[src/rtl/fb_fill_pkg.sv]
package fb_fill_pkg;
  typedef enum logic [1:0] {
    SEL_LEN   = 2'd0,
    SEL_START = 2'd1,
    SEL_DATA  = 2'd2,
    SEL_NONE  = 2'd3
  } fill_sel_e;
endpackage

[src/rtl/fb_fill_regs.sv]
module fb_fill_regs
  import fb_fill_pkg::*;
#(
  parameter int ADDR_W    = 16,
  parameter int DATA_W    = 16,
  parameter int LINE_BITS = 8
) (
  input  logic                 clk_i,
  input  logic                 rst_ni,
  input  logic                 wr_en_i,
  input  fill_sel_e            sel_i,
  input  logic [DATA_W-1:0]    wdata_i,
  input  logic                 step_i,
  output logic [LINE_BITS-1:0] len_o,
  output logic [ADDR_W-1:0]    start_o,
  output logic [DATA_W-1:0]    data_o
);
  logic [LINE_BITS-1:0] len_q;
  logic [ADDR_W-1:0]    start_q, start_nxt;
  logic [DATA_W-1:0]    data_q;

  // line-local increment: high part of the address never moves
  generate
    if (LINE_BITS >= ADDR_W) begin : g_full_inc
      assign start_nxt = start_q + {{(ADDR_W-1){1'b0}}, 1'b1};
    end else begin : g_line_inc
      logic [LINE_BITS-1:0] lo_nxt;
      assign lo_nxt    = start_q[LINE_BITS-1:0] + {{(LINE_BITS-1){1'b0}}, 1'b1};
      assign start_nxt = {start_q[ADDR_W-1:LINE_BITS], lo_nxt};
    end
  endgenerate

  always_ff @(posedge clk_i or negedge rst_ni) begin
    if (!rst_ni) begin
      len_q   <= '0;
      start_q <= '0;
      data_q  <= '0;
    end else if (step_i) begin
      start_q <= start_nxt;
    end else if (wr_en_i) begin
      unique case (sel_i)
        SEL_LEN:   len_q   <= wdata_i[LINE_BITS-1:0];
        SEL_START: start_q <= wdata_i[ADDR_W-1:0];
        SEL_DATA:  data_q  <= wdata_i;
        default:   ;
      endcase
    end
  end

  assign len_o   = len_q;
  assign start_o = start_q;
  assign data_o  = data_q;
endmodule

[src/rtl/fb_fill_ctrl.sv]
module fb_fill_ctrl #(
  parameter int LINE_BITS = 8
) (
  input  logic                 clk_i,
  input  logic                 rst_ni,
  input  logic                 trig_i,
  input  logic [LINE_BITS-1:0] len_i,
  input  logic                 page_sel_i,
  output logic                 busy_o,
  output logic                 page_o
);
  logic                 busy_q, page_q;
  logic [LINE_BITS-1:0] left_q;

  always_ff @(posedge clk_i or negedge rst_ni) begin
    if (!rst_ni) begin
      busy_q <= 1'b0;
      page_q <= 1'b0;
      left_q <= '0;
    end else if (busy_q) begin
      if (left_q == '0) busy_q <= 1'b0;
      else              left_q <= left_q - {{(LINE_BITS-1){1'b0}}, 1'b1};
    end else if (trig_i) begin
      busy_q <= 1'b1;
      left_q <= len_i;
      page_q <= ~page_sel_i; // write the hidden page
    end
  end

  assign busy_o = busy_q;
  assign page_o = page_q;
endmodule

[src/rtl/fb_fill_engine.sv]
module fb_fill_engine
  import fb_fill_pkg::*;
#(
  parameter int ADDR_W    = 16,
  parameter int DATA_W    = 16,
  parameter int LINE_BITS = 8
) (
  input  logic                 clk_i,
  input  logic                 rst_ni,
  input  logic                 reg_we_i,
  input  logic [1:0]           reg_sel_i,
  input  logic [DATA_W-1:0]    reg_wdata_i,
  output logic                 reg_ready_o,
  input  logic                 page_sel_i,
  output logic [LINE_BITS-1:0] len_o,
  output logic [ADDR_W-1:0]    start_o,
  output logic [DATA_W-1:0]    data_o,
  output logic                 busy_o,
  output logic                 mem_we_o,
  output logic                 mem_page_o,
  output logic [ADDR_W-1:0]    mem_addr_o,
  output logic [DATA_W-1:0]    mem_wdata_o
);
  fill_sel_e sel;
  logic      busy, accept, trig;

  assign sel    = fill_sel_e'(reg_sel_i);
  assign accept = reg_we_i && !busy;
  assign trig   = accept && (sel == SEL_DATA);

  fb_fill_regs #(
    .ADDR_W(ADDR_W), .DATA_W(DATA_W), .LINE_BITS(LINE_BITS)
  ) u_regs (
    .clk_i   (clk_i),
    .rst_ni  (rst_ni),
    .wr_en_i (accept),
    .sel_i   (sel),
    .wdata_i (reg_wdata_i),
    .step_i  (busy),
    .len_o   (len_o),
    .start_o (start_o),
    .data_o  (data_o)
  );

  fb_fill_ctrl #(.LINE_BITS(LINE_BITS)) u_ctrl (
    .clk_i      (clk_i),
    .rst_ni     (rst_ni),
    .trig_i     (trig),
    .len_i      (len_o),
    .page_sel_i (page_sel_i),
    .busy_o     (busy),
    .page_o     (mem_page_o)
  );

  assign reg_ready_o = !busy;
  assign busy_o      = busy;
  assign mem_we_o    = busy;
  assign mem_addr_o  = start_o; // start register doubles as running pointer
  assign mem_wdata_o = data_o;
endmodule

[config.mk]
export PLATFORM = sky130hd
export DESIGN_NAME = fb_fill_engine
export DESIGN_NICKNAME = d
export VERILOG_FILES = /design/src/rtl/fb_fill_pkg.sv /design/src/rtl/fb_fill_regs.sv /design/src/rtl/fb_fill_ctrl.sv /design/src/rtl/fb_fill_engine.sv
export SDC_FILE = /design/constraint.sdc
export NUM_CORES = 1
export LEC_CHECK = 0
export ABC_AREA = 1
export BUFFER_PORTS_ARGS = -buffer_cell sky130_fd_sc_hd__buf_2
export CAP_MARGIN = 0
export CORE_ASPECT_RATIO = 0.7
export CORE_MARGIN = 2
export CORE_UTILIZATION = 55
export DETAILED_ROUTE_END_ITERATION = 16
export PLACE_DENSITY = 0.86
export SYNTH_ARGS = -nofsm -noshare
export SYNTH_HDL_FRONTEND = slang
export SYNTH_HIERARCHICAL = 1
export SYNTH_SLANG_ARGS = --single-unit
[constraint.sdc]
create_clock -name clk_i -period 2.3 [get_ports clk_i]
set_input_delay 0.115 -clock clk_i [delete_from_list [all_inputs] [get_ports clk_i]]
set_output_delay 0.115 -clock clk_i [all_outputs]
set_load 0.1 [all_outputs]
# Yosys cells after proc, flatten, opt, wreduce, memory -nomap -nowiden
# Index checks and enable logic that the tools add are counted.
[totals] ff_bits=50 inputBits=22 elab_cells=37 out_inout_bits=76
[classes] bitwise_logic=2 muxes=9 n_reduce_logical=14 n_eq_ne=3 n_addsub=2
[ops] operator="$mux 8" n=6
[ops] operator="$reduce_and 3->1" n=3
[ops] operator="$add 8x1->8 const B" n=1
[ops] operator="$logic_not 8->1" n=1
[ops] operator="$sub 8x1->8 const B" n=1
[ops] operator="$reduce_and 2->1" n=3
[ops] operator="$reduce_bool 2->1" n=3
[ops] operator="$mux 1" n=3
[ops] operator="$eq 2x1->1 const B" n=1
[ops] operator="$eq 2x2->1 const B" n=1
[ops] operator="$logic_and 1x1->1" n=2
[ops] operator="$logic_not 2->1" n=1
[ops] operator="$ne 2x2->1 const B" n=1
[ops] operator="$not 1->1" n=2
[ops] operator="$logic_not 1->1" n=1

# Logic depth before layout (Yosys ltp)
[logic_depth] word_depth=5 ltp_mapped=10 depth_no_buf=10

# Cells and area by module
# Netlist, hierarchy kept.
[by_module_without_submodules] mod="fb_fill_regs" instances=1 cells_per_inst=204 area_each_um2=1943.1 seq_area_each_um2=1001.0
[by_module_without_submodules] mod="fb_fill_ctrl" instances=1 cells_per_inst=105 area_each_um2=728.2 seq_area_each_um2=250.2
[by_module_without_submodules] mod="fb_fill_engine" instances=1 cells_per_inst=39 area_each_um2=275.3 seq_area_each_um2=0.0

# Worst setup path after synthesis
# No wires, ideal clock.
[synth_timing] path_type="reg2reg" start="register u_ctrl.busy_q (netlist: u_ctrl/busy_o)" end="register u_regs.len_q[3] (netlist: u_regs/len_o[3])" setup_ns=0.074 stages_incl_launch_ff=10 arrival_time_ns=2.229 setup_slack_ns=-0.003 n_path_buf=1 path_cell_list="dfrtp_1 -> inv_2 -> nand2_2 -> inv_1 -> inv_2 -> nor2_8 -> nand3_4 -> buf_6 -> nand2_1 -> o21ai_2"
[synth_via] elab_chain_cells=3 elab_cells_between_ends=4 classes_between="bitwise (1); reduce/logical (3)"
[synth_lines] element="from (decl)" line_no="fb_fill_ctrl.sv:12" text="logic busy_q, page_q;"
[synth_lines] element="from (signal assigned)" line_no="fb_fill_ctrl.sv:17" text="busy_q <= 1'b0;"
[synth_lines] element="from (signal assigned)" line_no="fb_fill_ctrl.sv:21" text="if (left_q == '0) busy_q <= 1'b0;"
[synth_lines] element="from (signal assigned)" line_no="fb_fill_ctrl.sv:24" text="busy_q <= 1'b1;"
[synth_lines] element="$logic_not 1->1"
[synth_lines] element="named net reg_ready_o" line_no="fb_fill_engine.sv:13" text="output logic reg_ready_o,"
[synth_lines] element="$logic_and 1x1->1" line_no="fb_fill_engine.sv:28" text="assign accept = reg_we_i && !busy;"
[synth_lines] element="named net accept" line_no="fb_fill_engine.sv:25" text="logic busy, accept, trig;"
[synth_lines] element="$reduce_and 3->1 (no source line)"
[synth_lines] element="to (signal assigned)" line_no="fb_fill_regs.sv:42" text="SEL_LEN: len_q <= wdata_i[LINE_BITS-1:0];"
[synth_lines] element="to (decl)" line_no="fb_fill_regs.sv:18" text="logic [LINE_BITS-1:0] len_q;"
# The timed path passes the listed nets, and every way through them passes these cells.
# A chain may end at the register's enable or synchronous reset.

# Final worst setup path
[layout_timing] start="register u_ctrl.busy_q (netlist: u_ctrl/busy_o)" end="register u_regs.data_q[10] (netlist: u_regs/data_o[10])"
[layout_via] elab_chain_cells=3 elab_cells_between_ends=4 classes_between="bitwise (1); reduce/logical (3)"
[layout_lines] element="$logic_not 1->1" line_no="fb_fill_engine.sv:28"
[layout_lines] element="$logic_and 1x1->1" line_no="fb_fill_engine.sv:28"
[layout_lines] element="named net accept" line_no="fb_fill_engine.sv:25"
[layout_lines] element="$reduce_and 3->1 (no source line)"
[layout_lines] element="to (signal assigned)" line_no="fb_fill_regs.sv:44" text="SEL_DATA: data_q <= wdata_i;"
[layout_lines] element="to (decl)" line_no="fb_fill_regs.sv:20" text="logic [DATA_W-1:0] data_q;"
# The timed path passes the listed nets, and every way through them passes these cells.

==> metrics.txt <==
status completed; row count 22; max_cap viols 0; Clock Tree Root clkbuf_8; reg2reg start u_ctrl/busy_o$_DFF_PN0_; Tcrit/Tclk final 0.752; Worst Path Buf+Inv 3; kind of critical path register to register; hold crit path type input port to register; full die area 5970 µm²; post-synth top area cell dfrtp_1; Routability Congestion 0.911; Worst R2R Setup Slack 570 ps; H-tree depth 2; Post-Route WL 6.25 mm; clk sinks 50; data arrival time of the worst path 1920 ps; Synth Warn # 6; DR vias 2411; WL/cell 12.8 µm; nets 439; post-synthesis net count 373; # setup viols final 0; CP dominant cell by count inv_2; remaining antenna violation count after routing 0; gr ovfl total 0; Worst path slowest cell dfrtp_2; Die Width 91.5 µm; Top Family by Delay on Critical Path simple AND/OR/NAND/NOR gates; r2r endpoint u_regs/data_o[10]$_DFFE_PN0P_; initial drt markers 127; WHS Path Cells 3; Port Buffers 97; Area contributors post-synth dfrtp_1 42%, nand2_1 12%, o21ai_2 9.8%; Top Ports 98; Setup crit end kind register; worst-case clock buffer depth 2; final setup TNS 0 ps; CP cell instances inv_2, nand2_2, inv_1, inv_2, nor2_8, nand3_4, nand2_1, o21ai_2; FMAX 578 MHz; Slew HR 0.587; R2R depth 8; RSZ-0062 raised after global routing no; # fillers 455; Setup Fix Bufs, Post-CTS 0; diode count 0; minimum clock period 1730 ps; Post-Synthesis Cells 348; clk_lat worst skew 310 ps; crit-path max cell delay 510 ps; Cell Area, Synth 2950 µm²; HP Start reg_wdata_i[4]; Core Region 5200 µm²; Hold Fails Final Rpt 0; flops & latches, synth 50; WHS Endpoint u_regs/start_o[4]$_DFFE_PN0P_; largest net degree at the start of global routing 51; CP Launch Type register; post-synthesis sequential area ratio 0.425; DR pass1 iterations 4; post-synth top area share 0.425; detailed placement HPWL 4.75 mm; CP Max Fanout 32; Area Overhead vs Synth 12.6%; first-pass GRT wire length 10.5 mm; Chip Height 65.2 µm; GRT Resource Usage Total 0.223; number of antenna violations at the first check in global routing 0; count of pins over their slew limit 0; TritonCTS clock tree yes; layout cells sized above 1 0.412; WHS 44.2 ps; mean post-synth cell area 8.47 µm²; vias in the first global route 2234; Slew @ Worst Pin 619 ps; initial core utilization 0.566; CP Data Required Time 2490 ps; cts bufs inserted 5; vias per cell 4.95; post-synth cell types 26; # DRC 0; clk_skew 9.55 ps; clock transition at the registers of the reported paths 90 ps
==> cells by family after synthesis <==
kind of cell,count (synthesis),share of synthesized area
simple gates,163,0.269
buf+inv,87,0.174
flops,50,0.425
compound gates,45,0.120
fa+ha+maj,3,0.0127
==> how the worst max path moves through the flow <==
stage	from	endpoint	slack, ps	depth (start not counted)
3_5_place_dp	u_ctrl/busy_o$_DFF_PN0_	u_regs/data_o[6]$_DFFE_PN0P_	600	8
4_1_cts	u_ctrl/busy_o$_DFF_PN0_	u_regs/data_o[10]$_DFFE_PN0P_	570	8
6_report	u_ctrl/busy_o$_DFF_PN0_	u_regs/data_o[10]$_DFFE_PN0P_	570	8
2_1_floorplan	u_ctrl/busy_o$_DFF_PN0_	u_regs/len_o[3]$_DFFE_PN0P_	300	9
3_3_place_gp	u_ctrl/busy_o$_DFF_PN0_	u_regs/data_o[6]$_DFFE_PN0P_	670	8
5_1_grt	u_ctrl/busy_o$_DFF_PN0_	u_regs/data_o[12]$_DFFE_PN0P_	430	8
==> worst min-delay path, stage by stage <==
cell	delay, ps
buf_2	90
nand2_1	50
nand3_1	70
==> area by class of cell <==
cell class	instances	area [µm²]	share of cell area
clock buffer	6	82.6	0.0249
sequential	50	1250	0.378
timing repair buffer	101	520	0.157
tap	72	90.1	0.0272
clock inverter	2	16.3	0.00490
multi-input combinational	211	1180	0.357
inverter	45	171	0.0517
==> synthesized netlist by cell type <==
cell,instances
a21oi_1,1
nand2_2,8
nand3_1,31
buf_8,1
o21ai_1,4
nand3_4,3
clkbuf_2,1
dfrtp_1,50
nor2_4,1
o21ai_0,5
or2_1,1
nor2_8,2
buf_4,33
buf_2,1
inv_2,9
nand2_4,4
inv_1,35
o21ai_2,33
inv_4,1
nand4_1,1
nor2_2,2
o21bai_1,2
nor2_1,17
nand2_1,93
buf_6,6
ha_1,3
==> layer usage <==
| layer | GRT usage | vias to the layer above | wire length, µm |
|---|---|---|---|
| li1 | - | 1183 | - |
| met1 | 0.296 | 1127 | 2740 |
| met2 | 0.381 | 94 | 3000 |
| met3 | 0.0470 | 7 | 462 |
| met4 | 0.0511 | 0 | 43 |
| met5 | 0 | - | 0 |
==> through the flow <==
stage	cells	util	worst slack, ps	cell area [µm²]
after global routing	487	0.638	434	3320
after detailed placement	477	0.615	596	3200
final	487	0.638	570	3320
after global placement	477	0.615	672	3200
after floorplan	348	-	297	2950
after CTS	487	0.638	565	3320
==> sequential cells by signal (all words and copies together), names as in the netlist <==
signal,cells
u_ctrl/left_q,8
u_regs/len_o,8
u_regs/start_o,16
u_ctrl/page_o,1
u_ctrl/busy_o,1
u_regs/data_o,16
==> placed cells by master, fill, tap and decap left out, types with 2 or more instances in the layout <==
master and count:
inv_2 9, clkbuf_8 6, nand3_4 3, nor2_1 17, dlygate4sd3_1 2, ha_1 3
o21ai_1 4, nand2_1 93, nand2_2 8, inv_1 35, dfrtp_1 49, o21ai_2 33
nor2_2 2, buf_4 2, o21bai_1 2, buf_2 97, nand3_1 31, o21ai_0 5
nand2_4 4, nor2_8 2
==> repair_timing <==
item	in CTS	in global routing
hold buffers	2	0
endpoints found under the hold margin	51	0
gates resized for setup	0	0
Power is not shown: default switching activity piles up to over one toggle a cycle in this logic, so the estimate is an artifact.
